### config.mk
export PLATFORM = sky130hd
export DESIGN_NAME = rsd_decoder
export DESIGN_NICKNAME = d
export VERILOG_FILES = /design/src/rtl/rsd_pkg.sv /design/src/rtl/rsd_opclass.sv /design/src/rtl/rsd_size.sv /design/src/rtl/rsd_widen.sv /design/src/rtl/rsd_decoder.sv
export SDC_FILE = /design/constraint.sdc
export NUM_CORES = 1
export LEC_CHECK = 0
export ABC_AREA = 1
export BUFFER_PORTS_ARGS = -buffer_cell sky130_fd_sc_hd__buf_2
export CAP_MARGIN = 15
export CORE_MARGIN = 5
export CORE_UTILIZATION = 56
export DETAILED_ROUTE_END_ITERATION = 7
export GPL_ROUTABILITY_DRIVEN = 0
export PLACE_DENSITY = 0.9
export SLEW_MARGIN = 30
export SYNTH_ARGS = -nofsm -noshare
export SYNTH_HDL_FRONTEND = slang
export SYNTH_SLANG_ARGS = --single-unit
### constraint.sdc
create_clock -name clk -period 3.5 [get_ports clk]
set_clock_uncertainty 0.05 [all_clocks]
set_input_delay 0.35 -clock clk [delete_from_list [all_inputs] [get_ports clk]]
set_output_delay 0.35 -clock clk [all_outputs]
set_load 0.05 [all_outputs]
### src/rtl/rsd_pkg.sv
package rsd_pkg;
    localparam int BYTE_W = 8;
    localparam int FLD_W  = 3;
    localparam int SPEC_W = FLD_W + 1;
    localparam int CLS_W  = 4;

    typedef enum logic [CLS_W-1:0] {
        C_ADD_MR  = 4'd0,
        C_ADD_RM  = 4'd1,
        C_MOV_MR8 = 4'd2,
        C_MOV_MR  = 4'd3,
        C_MOV_RM  = 4'd4,
        C_MOV_IMM = 4'd5,
        C_INC     = 4'd6,
        C_DEC     = 4'd7,
        C_BAD     = 4'd8,
        C_GRP     = 4'd9
    } cls_e;

    typedef enum logic [1:0] {SZ8 = 2'd0, SZ16 = 2'd1, SZ32 = 2'd2, SZ64 = 2'd3} size_e;

    typedef enum logic [1:0] {ST_PFX, ST_FORM, ST_SIDX, ST_OUT} state_e;

    typedef struct packed {
        logic w;
        logic r;
        logic x;
        logic b;
    } wide_t;
endpackage

### src/rtl/rsd_opclass.sv
module rsd_opclass
    import rsd_pkg::*;
(
    input  logic              mode64,
    input  logic [BYTE_W-1:0] op,
    output logic              is_osz,
    output logic              is_wide,
    output logic              needs_form,
    output cls_e              cls
);
    always_comb begin
        is_osz     = (op == 8'h66);
        is_wide    = mode64 && (op[7:4] == 4'h4);
        needs_form = 1'b0;
        cls        = C_BAD;
        if (!mode64 && op[7:4] == 4'h4) begin
            cls = op[3] ? C_DEC : C_INC;
        end else if (op[7:3] == 5'b10111) begin
            cls = C_MOV_IMM;
        end else begin
            case (op)
                8'h01: begin cls = C_ADD_MR;  needs_form = 1'b1; end
                8'h03: begin cls = C_ADD_RM;  needs_form = 1'b1; end
                8'h88: begin cls = C_MOV_MR8; needs_form = 1'b1; end
                8'h89: begin cls = C_MOV_MR;  needs_form = 1'b1; end
                8'h8B: begin cls = C_MOV_RM;  needs_form = 1'b1; end
                8'hFF: begin cls = C_GRP;     needs_form = 1'b1; end
                default: cls = C_BAD;
            endcase
        end
    end
endmodule

### src/rtl/rsd_size.sv
module rsd_size
    import rsd_pkg::*;
(
    input  cls_e  cls,
    input  logic  w,
    input  logic  osz,
    output size_e size
);
    always_comb begin
        if (cls == C_BAD || cls == C_MOV_MR8) size = SZ8;
        else if (w)                           size = SZ64;
        else if (osz)                         size = SZ16;
        else                                  size = SZ32;
    end
endmodule

### src/rtl/rsd_widen.sv
module rsd_widen
    import rsd_pkg::*;
(
    input  cls_e              cls,
    input  logic              from_grp,
    input  wide_t             wb,
    input  logic [FLD_W-1:0]  op_lo,
    input  logic [BYTE_W-1:0] form,
    input  logic [BYTE_W-1:0] sib,
    input  logic              has_sib,
    output logic [SPEC_W-1:0] reg_spec,
    output logic [SPEC_W-1:0] base_spec,
    output logic [SPEC_W-1:0] idx_spec,
    output logic              sib_out
);
    logic no_form;

    always_comb begin
        no_form   = (cls == C_MOV_IMM) ||
                    (!from_grp && (cls == C_INC || cls == C_DEC));
        reg_spec  = '0;
        base_spec = '0;
        idx_spec  = '0;
        sib_out   = 1'b0;
        if (cls != C_BAD) begin
            if (no_form) begin
                base_spec = {wb.b, op_lo};
            end else begin
                reg_spec  = from_grp ? {1'b0, form[5:3]} : {wb.r, form[5:3]};
                base_spec = has_sib ? {wb.b, sib[2:0]} : {wb.b, form[2:0]};
                idx_spec  = has_sib ? {wb.x, sib[5:3]} : '0;
                sib_out   = has_sib;
            end
        end
    end
endmodule

### src/rtl/rsd_decoder.sv
module rsd_decoder
    import rsd_pkg::*;
(
    input  logic              clk,
    input  logic              rst_n,
    input  logic              mode64,
    input  logic              in_valid,
    input  logic [BYTE_W-1:0] in_byte,
    output logic              in_ready,
    output logic              out_valid,
    output logic [CLS_W-1:0]  out_class,
    output logic [1:0]        out_size,
    output logic [SPEC_W-1:0] out_reg,
    output logic [SPEC_W-1:0] out_base,
    output logic [SPEC_W-1:0] out_index,
    output logic              out_sib
);
    typedef struct packed {
        state_e            st;
        logic              osz;
        wide_t             wb;
        logic [BYTE_W-1:0] op;
        logic [BYTE_W-1:0] form;
        logic [BYTE_W-1:0] sib;
        logic              has_sib;
        cls_e              cls;
    } st_t;

    localparam st_t ST_RESET = '{st: ST_PFX, osz: 1'b0, wb: '0, op: '0, form: '0,
                                 sib: '0, has_sib: 1'b0, cls: C_BAD};

    st_t   s_d, s_q;
    logic  take;
    logic  b_osz, b_wide, b_form;
    cls_e  b_cls;
    cls_e  cls_fin;
    size_e size_fin;

    rsd_opclass u_cls (
        .mode64     (mode64),
        .op         (in_byte),
        .is_osz     (b_osz),
        .is_wide    (b_wide),
        .needs_form (b_form),
        .cls        (b_cls)
    );

    always_comb begin
        s_d      = s_q;
        in_ready = (s_q.st != ST_OUT);
        take     = in_valid && in_ready;
        case (s_q.st)
            ST_PFX: if (take) begin
                if (b_osz) begin
                    s_d.osz = 1'b1;
                    s_d.wb  = '0;
                end else if (b_wide) begin
                    s_d.wb = in_byte[3:0];
                end else begin
                    s_d.op  = in_byte;
                    s_d.cls = b_cls;
                    s_d.st  = b_form ? ST_FORM : ST_OUT;
                end
            end
            ST_FORM: if (take) begin
                s_d.form = in_byte;
                if (in_byte[7:6] != 2'b11 && in_byte[2:0] == 3'b100) begin
                    s_d.has_sib = 1'b1;
                    s_d.st      = ST_SIDX;
                end else begin
                    s_d.st = ST_OUT;
                end
            end
            ST_SIDX: if (take) begin
                s_d.sib = in_byte;
                s_d.st  = ST_OUT;
            end
            default: s_d = ST_RESET;
        endcase
    end

    always_ff @(posedge clk or negedge rst_n) begin
        if (!rst_n) s_q <= ST_RESET;
        else        s_q <= s_d;
    end

    always_comb begin
        cls_fin = s_q.cls;
        if (s_q.cls == C_GRP) begin
            case (s_q.form[5:3])
                3'd0:    cls_fin = C_INC;
                3'd1:    cls_fin = C_DEC;
                default: cls_fin = C_BAD;
            endcase
        end
    end

    rsd_size u_size (
        .cls  (cls_fin),
        .w    (s_q.wb.w),
        .osz  (s_q.osz),
        .size (size_fin)
    );

    rsd_widen u_widen (
        .cls       (cls_fin),
        .from_grp  (s_q.cls == C_GRP),
        .wb        (s_q.wb),
        .op_lo     (s_q.op[FLD_W-1:0]),
        .form      (s_q.form),
        .sib       (s_q.sib),
        .has_sib   (s_q.has_sib),
        .reg_spec  (out_reg),
        .base_spec (out_base),
        .idx_spec  (out_index),
        .sib_out   (out_sib)
    );

    assign out_valid = (s_q.st == ST_OUT);
    assign out_class = cls_fin;
    assign out_size  = size_fin;
endmodule

==> metrics.cfg <==
[power]
irDropWorstVdd_mv=0.355
combPwrFrac_pct=59.0
power_frac_clock_pct=9.0
p_leak_uw=0.00107
p_switching_uw=805
p_seq_share_pct=32.0
cellPowerDensity_nw_per_um2=752
p_sw_share_pct=53.0
power.internal_uw=715

[finish]
largest_reg_flops=27
reg.largest.list=s_q (27)
regMostFlops=s_q
area_growth_pct=11.5
mostFrequentLayoutCells=nand2_1, inv_1, nor2_1
final_common_cell=nand2_1
final_nets=314
layout-drive-gt1-share_pct=17.8
utilization_pct=65.7
diodes=0
nFillCells=294

[clock_tree]
cts.sinks=27
cts_max_path_buffers=2
postCtsSetupBuffers=0
insertion_delay_ns=0.32
cts_buffers=3
cts-resized-gates=0
cts_root_buffer=clkbuf_4
cts.clk_slew.worst_paths_ns=0.15
cts_tree=done
ctsHtreeMaxLevel=1

[grt]
grt_overflow=0
grt_pass1_wl_microns=6890
antenna_found_initial=0
grt_pass1_vias=1566
grt_util_all_layers_pct=20.1
grt_max_degree=28

[floorplan]
num_rows=20
dieHeight_microns=66.9
fp.dieW_microns=66.9
core_sq_um=3080
io_pins=33
initial_core_util_pct=58.9
die-area_sq_um=4470

[sta]
worst_pin_slew_ns=0.669
period_share_pct=69.1
fin_setup_tns_ns=0
setup_violations=0
hold_violations=0
period_needed_ns=2.42
maxSlewViolCount=0
fin_hold_ws_ns=0.294
relSlewSlack_pct=55.4
fmax_ghz=0.413
rsz0062_at_grt=no

[critical_path]
rrSetupSlack_ns=1.41
cp-start-kind=register
endpoint=out_sib
required_ns=3.10
crit_fanout=9
reg2reg_depth=7
arrival_ns=2.02
startpoint=s_q[3]$_DFFE_PN1P_
reg2reg_from=s_q[34]$_DFFE_PN0P_
r2r_end=s_q[15]$_DFFE_PN0P_
path_class=reg -> out
end_kind=output pin

[drt]
viasPerCell=5.20
remaining_drc_errors=0
wl_per_cell_microns=12.3
dr_total_vias=1772
dr.pass1.iters=4
routed_wirelength_microns=4200
drt_iter0_drc=114
ant_nets=0

[synth]
ys_ff_latch=27
synth_warnings=0
syn_avg_cell_area_sq_um=6.79
syn_inst=267
synth_area_sq_um=1810
synth_cell_types=26
syn_nets=283
yosysSeqAreaShare_pct=37.4

[run_status]
outcome=complete, no violations

[placed_design]
hpwl_microns=3140
portBuffers=32

[min_path]
hold_path.class=in -> reg

[run]
cap_violations=0

[worst min-delay path by stage]
stage                    start  cells after the start  slack [ns]                  end
detailed placement       rst_n                      1        0.33  s_q[34]$_DFFE_PN0P_
floorplan                rst_n                      0       0.004   s_q[0]$_DFFE_PN0P_
CTS                 in_byte[5]                      3        0.27  s_q[18]$_DFFE_PN0P_
finish              in_byte[5]                      3        0.29  s_q[18]$_DFFE_PN0P_
global placement         rst_n                      1        0.33  s_q[34]$_DFFE_PN0P_
global route        in_byte[5]                      3        0.28  s_q[18]$_DFFE_PN0P_
[Yosys cell counts]
cell type | instances | area (sq um)
a21oi_1 | 9 | 45.0
buf_2 | 3 | 15.0
buf_6 | 2 | 22.5
clkbuf_1 | 1 | 3.75
clkbuf_2 | 1 | 5.00
dfrtp_1 | 26 | 651
dfstp_2 | 1 | 26.3
ha_1 | 4 | 50.1
inv_1 | 43 | 161
inv_2 | 3 | 11.3
nand2_1 | 57 | 214
nand2_2 | 3 | 18.8
nand3_1 | 27 | 135
nand3_2 | 4 | 40.0
nand3b_1 | 3 | 22.5
nand4_1 | 6 | 37.5
nor2_1 | 38 | 143
nor2_2 | 4 | 25.0
nor3_1 | 1 | 5.00
nor4_1 | 1 | 6.26
o21a_1 | 1 | 7.51
o21ai_0 | 24 | 120
o21ai_1 | 2 | 10.0
o22ai_1 | 1 | 6.26
o31ai_4 | 1 | 21.3
or2_4 | 1 | 8.76
[worst max-delay path, cell delays in order, from the launching register on]
cell and delay (ns):
dfstp_2 0.59, inv_2 0.06, nor2_1 0.13, nand3_1 0.16
nand4_1 0.26, inv_2 0.13, nor2_1 0.12, buf_2 0.27
[layout make-up]
cell class	instances	area (sq um)	area share, %
inverters	46	173	8.54
repair buffers	33	170	8.42
well taps	44	55.1	2.72
multi-input cells	187	916	45.3
flip-flops and latches	27	677	33.5
clock inverters	1	7.51	0.372
clock buffers	3	22.5	1.11
[power groups by stage]
stage / combinational, uW / clock, uW / sequential, uW
floorplan: 753 / 0 / 463
global placement: 860 / 0 / 486
detailed placement: 881 / 0 / 491
CTS: 888 / 140 / 484
global route: 991 / 154 / 500
finish: 897 / 137 / 486
[timing repair]
item	CTS	global route
hold endpoints to repair	26	0
setup endpoints to repair	0	0
hold buffers	1	0
[per-stage QoR]
step | std cells | instance area [sq um] | setup WS (ns) | total power (uW)
2_1_floorplan | 267 | 1810 | 1.23 | 1220
3_3_place_gp | 336 | 1980 | 1.52 | 1350
3_5_place_dp | 336 | 1980 | 1.46 | 1370
4_1_cts | 341 | 2020 | 1.09 | 1510
6_report | 341 | 2020 | 1.08 | 1520
5_1_grt | 341 | 2020 | 0.905 | 1650
[per-layer routing]
layer | vias to the layer above | part of all wire [%] | track usage (%)
met3 | 7 | 7.9 | 2.02
met5 | - | 0 | 0
li1 | 907 | - | -
met1 | 773 | 42 | 26.5
met4 | 0 | 1.6 | 5.57
met2 | 85 | 48 | 34.7
[cell families (layout without fill, tap and decap cells)]
group | count (synthesis) | count (layout) | share of synthesized area [%]
buffers and inverters | 53 | 83 | 12.1
adders and majority gates | 4 | 4 | 2.76
DFF | 27 | 27 | 37.4
and+or+nand+nor | 145 | 145 | 36.2
AOI/OAI and AO/OA | 38 | 38 | 11.6
(Power assumes the default switching activity.)
